$ cat src/rtl/msg_pkt_pkg.sv
package msg_pkt_pkg;

    localparam int ROUTE_W     = 8;
    localparam int VC_W        = 2;
    localparam int ADDR_W      = 40;
    localparam int CMD_W       = 8;
    localparam int CHUNK_BYTES = 16;
    localparam int LINE_BYTES  = 64;

    localparam int FLIT_W  = CHUNK_BYTES * 8;
    localparam int LINE_W  = LINE_BYTES * 8;
    localparam int N_CHUNK = LINE_BYTES / CHUNK_BYTES;
    localparam int N_BEAT  = N_CHUNK + 1;
    localparam int BEAT_W  = $clog2(N_BEAT);
    localparam int IDX_W   = (N_CHUNK > 1) ? $clog2(N_CHUNK) : 1;
    localparam int HDR_W   = ROUTE_W + VC_W + ADDR_W + CMD_W;

    typedef enum logic [1:0] {
        FK_HEAD = 2'b00,
        FK_BODY = 2'b01,
        FK_TAIL = 2'b10,
        FK_SOLO = 2'b11
    } flit_kind_e;

    // route sits in the least significant bits of the packed header
    typedef struct packed {
        logic [CMD_W-1:0]   cmd;
        logic [ADDR_W-1:0]  addr;
        logic [VC_W-1:0]    vc;
        logic [ROUTE_W-1:0] route;
    } msg_hdr_t;

    typedef struct packed {
        logic              is_line;
        msg_hdr_t          hdr;
        logic [LINE_W-1:0] line;
    } msg_t;

    function automatic flit_kind_e kind_for(input logic is_line,
                                            input logic [BEAT_W-1:0] beat);
        if (!is_line)
            return FK_SOLO;
        else if (beat == '0)
            return FK_HEAD;
        else if (beat == BEAT_W'(N_BEAT - 1))
            return FK_TAIL;
        else
            return FK_BODY;
    endfunction

endpackage

$ cat src/rtl/pkt_header_build.sv
module pkt_header_build
    import msg_pkt_pkg::*;
#(
    parameter int OUT_W = FLIT_W
) (
    input  msg_hdr_t         hdr,
    output logic [OUT_W-1:0] flit
);
    always_comb begin
        flit = '0;
        flit[HDR_W-1:0] = hdr;
    end
endmodule

$ cat src/rtl/pkt_line_slicer.sv
module pkt_line_slicer
    import msg_pkt_pkg::*;
#(
    parameter int SLICES  = N_CHUNK,
    parameter int SLICE_W = FLIT_W,
    parameter int SEL_W   = IDX_W
) (
    input  logic [SLICES*SLICE_W-1:0] line,
    input  logic [SEL_W-1:0]          sel,
    output logic [SLICE_W-1:0]        slice
);
    logic [SLICE_W-1:0] parts [SLICES];

    for (genvar i = 0; i < SLICES; i++) begin : g_part
        assign parts[i] = line[i*SLICE_W +: SLICE_W];
    end

    assign slice = parts[sel];
endmodule

$ cat src/rtl/pkt_beat_seq.sv
module pkt_beat_seq
    import msg_pkt_pkg::*;
#(
    parameter int BEATS = N_BEAT,
    parameter int CNT_W = BEAT_W
) (
    input  logic             clk,
    input  logic             rst,
    input  logic             in_valid,
    input  logic             in_is_line,
    input  logic             out_ready,
    output logic             in_ready,
    output logic             load,
    output logic             valid,
    output logic             is_line,
    output logic [CNT_W-1:0] beat
);
    logic last;
    logic fire;

    assign last     = valid && (is_line ? (beat == CNT_W'(BEATS - 1)) : (beat == '0));
    assign fire     = valid && out_ready;
    assign in_ready = !valid || (out_ready && last);
    assign load     = in_valid && in_ready;

    always_ff @(posedge clk) begin
        if (rst) begin
            valid   <= 1'b0;
            is_line <= 1'b0;
            beat    <= '0;
        end else if (load) begin
            valid   <= 1'b1;
            is_line <= in_is_line;
            beat    <= '0;
        end else if (fire) begin
            if (last)
                valid <= 1'b0;
            else
                beat <= beat + 1'b1;
        end
    end
endmodule

$ cat src/rtl/msg_packetizer.sv
module msg_packetizer
    import msg_pkt_pkg::*;
(
    input  logic              clk,
    input  logic              rst,
    input  logic              in_valid,
    output logic              in_ready,
    input  logic              in_is_line,
    input  logic [ROUTE_W-1:0] in_route,
    input  logic [VC_W-1:0]   in_vc,
    input  logic [ADDR_W-1:0] in_addr,
    input  logic [CMD_W-1:0]  in_cmd,
    input  logic [LINE_W-1:0] in_line,
    output logic              out_valid,
    input  logic              out_ready,
    output logic [1:0]        out_kind,
    output logic [FLIT_W-1:0] out_data
);
    msg_t              msg_q;
    logic              load;
    logic              seq_is_line;
    logic [BEAT_W-1:0] beat;
    logic [FLIT_W-1:0] hdr_flit;
    logic [FLIT_W-1:0] pay_flit;
    logic [IDX_W-1:0]  slice_sel;
    flit_kind_e        kind;

    pkt_beat_seq u_seq (
        .clk       (clk),
        .rst       (rst),
        .in_valid  (in_valid),
        .in_is_line(in_is_line),
        .out_ready (out_ready),
        .in_ready  (in_ready),
        .load      (load),
        .valid     (out_valid),
        .is_line   (seq_is_line),
        .beat      (beat)
    );

    // message register: captured once per accepted message
    always_ff @(posedge clk) begin
        if (rst) begin
            msg_q <= '0;
        end else if (load) begin
            msg_q.is_line   <= in_is_line;
            msg_q.hdr.route <= in_route;
            msg_q.hdr.vc    <= in_vc;
            msg_q.hdr.addr  <= in_addr;
            msg_q.hdr.cmd   <= in_cmd;
            msg_q.line      <= in_line;
        end
    end

    pkt_header_build u_hdr (
        .hdr (msg_q.hdr),
        .flit(hdr_flit)
    );

    assign slice_sel = IDX_W'(beat - 1'b1);

    pkt_line_slicer u_slice (
        .line (msg_q.line),
        .sel  (slice_sel),
        .slice(pay_flit)
    );

    assign kind     = kind_for(seq_is_line, beat);
    assign out_kind = kind;
    assign out_data = (beat == '0) ? hdr_flit : pay_flit;
endmodule

$ cat config.mk
export PLATFORM = sky130hd
export DESIGN_NAME = msg_packetizer
export DESIGN_NICKNAME = d
export VERILOG_FILES = /design/src/rtl/msg_pkt_pkg.sv /design/src/rtl/pkt_header_build.sv /design/src/rtl/pkt_line_slicer.sv /design/src/rtl/pkt_beat_seq.sv /design/src/rtl/msg_packetizer.sv
export SDC_FILE = /design/constraint.sdc
export NUM_CORES = 1
export LEC_CHECK = 0
export ABC_AREA = 1
export BUFFER_PORTS_ARGS = -buffer_cell sky130_fd_sc_hd__buf_2
export CAP_MARGIN = 15
export CORE_MARGIN = 5
export CORE_UTILIZATION = 35
export DETAILED_ROUTE_END_ITERATION = 8
export PLACE_DENSITY = 0.51
export REMOVE_ABC_BUFFERS = 1
export SLEW_MARGIN = 20
export SYNTH_ARGS = -nofsm -noshare
export SYNTH_HDL_FRONTEND = slang
export SYNTH_SLANG_ARGS = --single-unit
$ cat constraint.sdc
create_clock -name clk -period 3 [get_ports clk]
set_clock_uncertainty 0.15 [all_clocks]
set_input_delay 0.15 -clock clk [delete_from_list [all_inputs] [get_ports clk]]
set_output_delay 0.15 -clock clk [all_outputs]
set_load 0.005 [all_outputs]
---- Yosys cells after proc, flatten, opt, wreduce, memory -nomap -nowiden ----
Cells that the tools add are included.
Widths: inputs -> output; s select.
word-level totals
  flip-flop bits (word level) ............. 575
  input port bits ......................... 575
  output and inout port bits .............. 132
  word-level logic and storage cells ...... 37
operators by class
  $add $sub $neg .......................... 2
  $lt $le $gt $ge ......................... 1
  eq/ne operators ......................... 1
  multiplexer cells ....................... 11
  bitwise logic cells ..................... 2
  reductions and logical operators ........ 12
operator list
  operator             number
  $mux 128             3
  $bmux 128 s2         1
  $mux 2               3
  $logic_and 1x1->1    4
  $mux 1               4
  $reduce_and 2->1     2
  $reduce_bool 2->1    2
  $add 3x1->3 const B  1
  $eq 3x3->1 const B   1
  $ge 3x3->1 const B   1
  $logic_not 3->1      1
  $not 2->3            1
  $reduce_or 2->1      1
  $sub 2x1->2 const B  1
  $logic_not 1->1      1
  $logic_or 1x1->1     1
  $not 1->1            1

---- Depth between registers and ports, before layout ----
Gate-level depths: netlist of the first run.
  depth in word-level cells ............... 8
  mapped depth ............................ 16
  mapped depth without buffers ............ 10

---- Modules after synthesis ----
A second synthesis of the first run with hierarchy kept.
unflattened totals
  cells, all modules ...................... 5716
  area, all modules ....................... 32388.6 um^2
modules (own cells, without submodules)
  module            instances  cells each  area each (um^2)  seq. area each (um^2)
  msg_packetizer    1          4047        24966.4           11410.9
  pkt_line_slicer   1          1495        6154.7            0.0
  pkt_header_build  1          129         964.7             0.0
  pkt_beat_seq      1          45          302.8             100.1

---- Worst setup path before layout of the first run ----
Ideal clock, no wire load.
  path type ............................... flip-flop to flip-flop
  start ................................... register u_seq.beat[0]
  end ..................................... register msg_q[450] (netlist name)
  setup time .............................. 110 ps
  arrival time ............................ 2373 ps
  required time ........................... 2740 ps
  slack ................................... 367 ps
  stages on the path, launching flop included .. 16
  buffers on the path ..................... 6
  period minus slack after synthesis ...... 2633 ps
  cell sequence ........................... dfxtp_1 -> inv_1 -> buf_2 -> buf_2 -> clkbuf_1 -> ha_1 -> nand2_1 -> nand2_1 -> nand2_2 -> nand2_2 -> buf_2 -> buf_2 -> buf_2 -> nand4_1 -> nand2_1 -> nor2_1
between the ends
  longest elaborated chain between the ends .. 6
  elaborated cells on any way between the ends .. 7
  classes of those cells .................. 1 x eq/ne; 1 x mux; 5 x reduce/logical
RTL lines
  what                                           RTL line            RTL
  start: declaration                             pkt_beat_seq.sv:16  output logic [CNT_W-1:0] beat
  start signal: assignment                       pkt_beat_seq.sv:39  beat <= beat + 1'b1;
  $eq 3x3->1 or $logic_not 3->1 (tied branches)  pkt_beat_seq.sv:21  assign last = valid && (is_line ? (beat == CNT_W'(BEATS - 1)) : (beat == '0));
  $mux 1 *                                       pkt_beat_seq.sv:21
  $logic_and 1x1->1 *                            pkt_beat_seq.sv:21
  $logic_and 1x1->1 *                            pkt_beat_seq.sv:23  assign in_ready = !valid || (out_ready && last);
  $logic_or 1x1->1 *                             pkt_beat_seq.sv:23
  $logic_and 1x1->1 *                            pkt_beat_seq.sv:24  assign load = in_valid && in_ready;
Every way passes the cells marked *; elsewhere a longest branch is shown, timed or not.
A chain may end at the register's enable or synchronous reset.

---- Worst setup path after layout of the first run ----
  start ................................... register u_seq.beat[0]
  end ..................................... output out_data[29]
between the ends
  longest elaborated chain between the ends .. 6
  elaborated cells on any way between the ends .. 7
  classes of those cells .................. 1 x add/sub; 4 x mux; 1 x bitwise; 1 x reduce/logical
RTL lines
  what                                          RTL line               RTL
  $sub 2x1->2                                   msg_packetizer.sv:60   assign slice_sel = IDX_W'(beat - 1'b1);
  $not 2->3 (implied by the code)               pkt_line_slicer.sv:18  assign slice = parts[sel];
  $bmux 128 s2                                  pkt_line_slicer.sv:18
  $mux 128 (implied by the code) (2 in series)  pkt_line_slicer.sv:18
  $mux 128 *                                    msg_packetizer.sv:70   assign out_data = (beat == '0) ? hdr_flit : pay_flit;
  end: declaration                              msg_packetizer.sv:17   output logic [FLIT_W-1:0] out_data
Every way passes the cells marked *; elsewhere a longest branch is shown, timed or not. The select of a mux whose other input is x is not followed.

==> results of run 1 <==
power by group through the flow:
stage	clock network (uW)	logic, uW	registers, uW
final	8720	4550	8580
after global routing	9280	5180	8650
after CTS	8970	4550	8590
after detailed placement	0	3900	8750
after global placement	0	3870	8740
after floorplan	0	3020	8680
cells in the mapped netlist, drive strengths merged:
| library cell | n |
|---|---|
| o21ai | 257 |
| inv | 1722 |
| a21oi | 329 |
| xor2 | 1 |
| buf | 213 |
| a31oi | 58 |
| nand4 | 574 |
| nand2 | 1155 |
| ha | 2 |
| dfxtp | 575 |
| nor2 | 629 |
| nand3 | 2 |
| clkbuf | 207 |
flip-flops by register name (all words and copies together) (netlist names):
| signal | count |
|---|---|
| u_seq.is_line | 1 |
| u_seq.valid | 1 |
| u_seq.beat | 3 |
| msg_q | 570 |
path summary, 6_finish.rpt:
check,cells after the start,end,startpoint,slack [ps]
worst max-delay path,8,out_data[29],u_seq.beat[0],130
worst min-delay path,4,msg_q[133],in_valid,80
worst max register to register,12,msg_q[261],u_seq.beat[0],210
worst min register to register,2,u_seq.beat[1],u_seq.beat[1],330
layout make-up:
cell class / count / area share (%)
diodes: 5 / 0.0269
clock buffers: 108 / 4.58
clock inverters: 20 / 0.511
inverters: 1722 / 13.9
multi-input cells: 3007 / 29.5
flip-flops and latches: 575 / 24.7
well taps: 1265 / 3.40
repair buffers: 1417 / 23.3
critical path, stage by stage (launching register included):
cell and delay, ps:
dfxtp_4 400, inv_8 50, ha_4 300, buf_16 210
buf_12 220, a21oi_1 130, o21ai_0 110, a31oi_1 340
buf_2 180
what timing repair did:
action                                  4_1_cts  5_1_grt
gates cloned                                  0        1
endpoints found under the setup margin       62       22
gates resized for setup                       6        6
hold buffers                                610        0
pin swaps                                     0        1
hold endpoints to repair                    574        0
setup buffers                                 0        0
metrics by stage:
stage	area [um^2]	setup TNS [ps]	instances	util, %
finish	46500	0	8119	49.1
global route	46500	0	8119	49.1
CTS	46500	-3.82	8113	49.0
detailed placement	38000	0	7375	40.0
global placement	38000	0	7375	40.0
floorplan	31600	-	5304	-
cells by family after synthesis:
kind of cell	count (synthesis)	share of synthesized area [%]
buffers and inverters	2142	24.6
xor gates and xnor gates	1	0.0262
AOI/OAI and AO/OA	644	9.87
and+or+nand+nor	2360	30.9
adders and majority gates	2	0.0750
DFF	575	34.5
metal layers:
layer	up-vias	part of all wire, %	global-route usage [%]
met1	16397	43	29.9
met2	1107	47	40.6
met4	10	4.4	9.91
met5	-	0.045	0
met3	276	5.7	3.46
li1	19194	-	-
cell usage in the layout (no fill, tap or decap), drive strengths merged:
cell type / Yosys / final
nor2: 629 / 629
nand4: 574 / 574
bufinv: 0 / 3
dlygate4sd3: 0 / 610
clkbuf: 207 / 109
nand3: 2 / 2
xor2: 1 / 1
dfxtp: 575 / 575
ha: 2 / 2
a31oi: 58 / 58
buf: 213 / 806
nand2: 1155 / 1155
o21ai: 257 / 257
inv: 1722 / 1723
a21oi: 329 / 329
diode: 0 / 5
clkinv: 0 / 16
==> results.toml, run 1 <==
[grt]
grt_max_degree = 164
antenna_found_initial = 10
grt_pass1_wl_um = 197000
grt_pass1_vias = 36014
grtUsageTotal_pct = 23.7
grt_remaining_overflow = 0

[setup_path]
crit_arrival_ps = 2570
worstSetupPathType = "flop to primary output"
crit_path_end_kind = "primary output"
critPathLaunchType = "flop"
critPathRequiredTime_ps = 2700
crit_fanout = 36

[final_layout]
syn2layout_area_growth_pct = 39.4
multi_input_area_mm2 = 0.0137
drive_above_1_share_pct = 13.6
nNetsFinal = 7371
regArea_mm2 = 0.0115
num-fill-cells = 9716

[pwr]
pwr-share-seq_pct = 39.3
intPower_uw = 15500
pwr-share-clk_pct = 39.9
power_density_mw_per_mm2 = 470
p_leak_uw = 0.0265
p_sw_share_pct = 29.2
fin_total_pwr_uw = 21900
ir_drop_mv = 0.332
p_switching_uw = 6380
comb_power_share_pct = 20.8

[synthesis]
synth_cell_types = 21
netlist_area_mm2 = 0.0334
synth_area_per_cell_um2 = 5.83
synthTopCellsByArea = "dfxtp_1, inv_1, nand2_1"
ys_warn_count = 0
syn_inst = 5724
synth_top_area_share_pct = 34.5
yosysSeqAreaShare_pct = 34.5
ys_ff_latch = 575
synth_top_area_cell = "dfxtp_1"

[drt]
firstDrtPassIters = 6
drcViolationCount = 0
routed_wl_um = 126000
viasPerCell = 4.56
vias = 36984
routedWlPerCell_um = 15.5
drt_iter0_markers = 2701
antenna_left = 0

[placement]
io_buffers = 706
place_hpwl_um = 80700
place_congestion = 0.834
pre_cts_ws_ps = 460

[worst_hold_path]
hp-class = "primary input to flop"

[run_status]
status = "complete, no violations"

[floorplanning]
core_region_area_mm2 = 0.0949
start_util_pct = 35.2
fp.dieH_um = 319
io_pins = 707
fp.dieW_um = 319
fp-row-count = 113
die_area_mm2 = 0.102

[sta]
min_period_over_period_pct = 95.7
hold_viol = 0
setup_ws_ps = 130
slew_violations = 0
fmax_mhz = 348
setup_viol = 0
max_slew_margin_pct = 45.1
rsz0062_at_grt = "no"
worst_pin_slew_ps = 823
min_period_ps = 2870
timing.hold.ws_ps = 82.5

[clocking]
clk_path_buf_depth = 3
clockRootBuffer = "clkbuf_16"
clk_pin_slew_ps = 60
insertion_delay_ps = 610
cts_sinks = 575
cts_buffers = 71
cts_tree = "yes"
htree_levels = 3

[job]
maxCapViolCount = 0
No activity file was read; power rests on OpenSTA's default activity.
==> run 2, diff against run 1 <==
Clock period 3 ns to 2.78 ns, I/O delays scaled along.
==> run 2 against run 1 <==
  * Via count down 0.13%
  * Register-to-register slack worse by 40 ps
  * Critical path depth down 3
  * Core utilization up 0.31 points
  * Sequential share of layout area down 0.15 points
  * Die area unchanged
  * Final cell count down 0.20%
  * Sequential power up 7.9%
  * Critical endpoint is now out_data[97]
==> results.toml, run 2 (same netlist as run 1, synthesis figures left out) <==
[pwr]
comb_power_share_pct = 21.0
p_sw_share_pct = 29.1
power_density_mw_per_mm2 = 503
intPower_uw = 16700
pwr-share-seq_pct = 39.3
p_leak_uw = 0.0266
p_switching_uw = 6860
pwr-share-clk_pct = 39.7
ir_drop_mv = 0.344

[setup_path]
worstSetupPathType = "flop to primary output"
crit_arrival_ps = 2420
crit_path_end_kind = "primary output"
critPathRequiredTime_ps = 2490
critPathLaunchType = "flop"
crit_fanout = 129

[placement]
place_congestion = 0.814
place_hpwl_um = 78300
io_buffers = 706

[final_layout]
regMostFlops = "msg_q"
top_regs = "msg_q x570, u_seq.beat x3"
drive_above_1_share_pct = 14.1
num-fill-cells = 9724
regArea_mm2 = 0.0115
layout_common_cells = "inv_1, nand2_1, buf_2"
largest_register_ff_count = 570
post-route-util_pct = 49.4
multi_input_area_mm2 = 0.0138
nNetsFinal = 7361
syn2layout_area_growth_pct = 40.3
final_common_cell = "inv_1"

[clocking]
cts_sinks = 575
cts_tree = "yes"
cts_buffers = 71
htree_levels = 3
clk_path_buf_depth = 3
insertion_delay_ps = 600
clockRootBuffer = "clkbuf_16"
clk_pin_slew_ps = 60

[sta]
max_slew_margin_pct = 32.9
min_period_ps = 2710
rsz0062_at_grt = "yes"
slew_violations = 0
worst_pin_slew_ps = 1010
min_period_over_period_pct = 97.6
tns_ps = 0
fmax_mhz = 369
setup_viol = 0
hold_viol = 0

[floorplanning]
fp.dieH_um = 319
fp-row-count = 113
fp.dieW_um = 319
core_region_area_mm2 = 0.0949
io_pins = 707
start_util_pct = 35.2
die_area_mm2 = 0.102

[drt]
routedWlPerCell_um = 15.6
antenna_left = 0
drcViolationCount = 0
routed_wl_um = 127000
drt_iter0_markers = 2851
viasPerCell = 4.56
firstDrtPassIters = 5
vias = 36936

[worst_hold_path]
hp-class = "primary input to flop"

[grt]
grt_max_degree = 211
grt_remaining_overflow = 0
grt_pass1_wl_um = 198000
grt_pass1_vias = 35966
grtUsageTotal_pct = 23.8
antenna_found_initial = 7

[run_status]
status = "complete, no violations"

[job]
maxCapViolCount = 0
==> run 2: cell count changes in the layout (fill, tap and decap cells not counted), moves of 6 or more <==
cell | previous run | this run
o21ai_0 | 257 | 243
buf_16 | 1 | 9
a31oi_2 | 1 | 7
a21oi_2 | 4 | 25
a21oi_1 | 325 | 304
dlygate4sd3_1 | 610 | 598
o21ai_1 | 0 | 12
buf_12 | 32 | 39
buf_4 | 63 | 47
a31oi_1 | 57 | 51
==> run 2: layer usage <==
metal | vias up | routed length, um | global-route usage [%]
met3 | 225 | 6700 | 3.89
met2 | 1024 | 59800 | 40.7
li1 | 19160 | - | -
met1 | 16517 | 55800 | 30.5
met4 | 10 | 4400 | 8.34
met5 | - | 47 | 0
==> run 2: cell type report <==
class | count | area share, %
Multi-Input combinational cell | 3007 | 29.5
Inverter | 1722 | 13.9
Tap cell | 1265 | 3.38
Timing Repair inverter | 2 | 0.0668
Sequential cell | 575 | 24.6
Timing Repair Buffer | 1405 | 23.6
Clock buffer | 105 | 4.53
Antenna cell | 2 | 0.0107
Clock inverter | 20 | 0.454
==> run 2: power by group through the flow <==
stage	registers, uW	clock network (uW)	logic (uW)
finish	9260	9340	4960
global route	9330	9960	5640
CTS	9260	9620	4910
detailed placement	9440	0	4200
global placement	9420	0	4180
floorplan	9370	0	3260
==> run 2: path summary, 6_finish.rpt <==
check                                    from           end  slack [ps]  depth (start not counted)
worst max-delay path            u_seq.beat[0]  out_data[97]          70                          5
worst min-delay path              in_line[92]     msg_q[92]         240                          6
worst max register to register  u_seq.beat[0]     msg_q[85]         170                         12
worst min register to register     msg_q[407]    msg_q[407]         350                          4
==> run 2: metrics by stage <==
stage          total power (uW)  setup WS (ps)  hold WS (ps)  cells  cell area, um^2
2_1_floorplan             12600         -20610           124   5304            31600
3_3_place_gp              13600            334           309   7366            38000
3_5_place_dp              13600            308           313   7366            38000
4_1_cts                   23800          -1.48           183   8096            46600
5_1_grt                   24900          -9.48           237   8103            46800
6_report                  23600           66.8           237   8103            46800
==> run 2: worst max-delay path, stage by stage (launching register included) <==
cell	delay, ps
dfxtp_4	370
buf_4	160
buf_16	370
o21ai_0	300
a21oi_1	280
buf_2	160
==> run 2: repair_timing <==
item / CTS / global route
endpoints found under the setup margin: 104 / 99
setup buffers: 3 / 2
gates resized for setup: 28 / 47
cloned: 4 / 3
hold buffers: 598 / 0
hold endpoints to repair: 574 / 0
pin swaps: 20 / 24
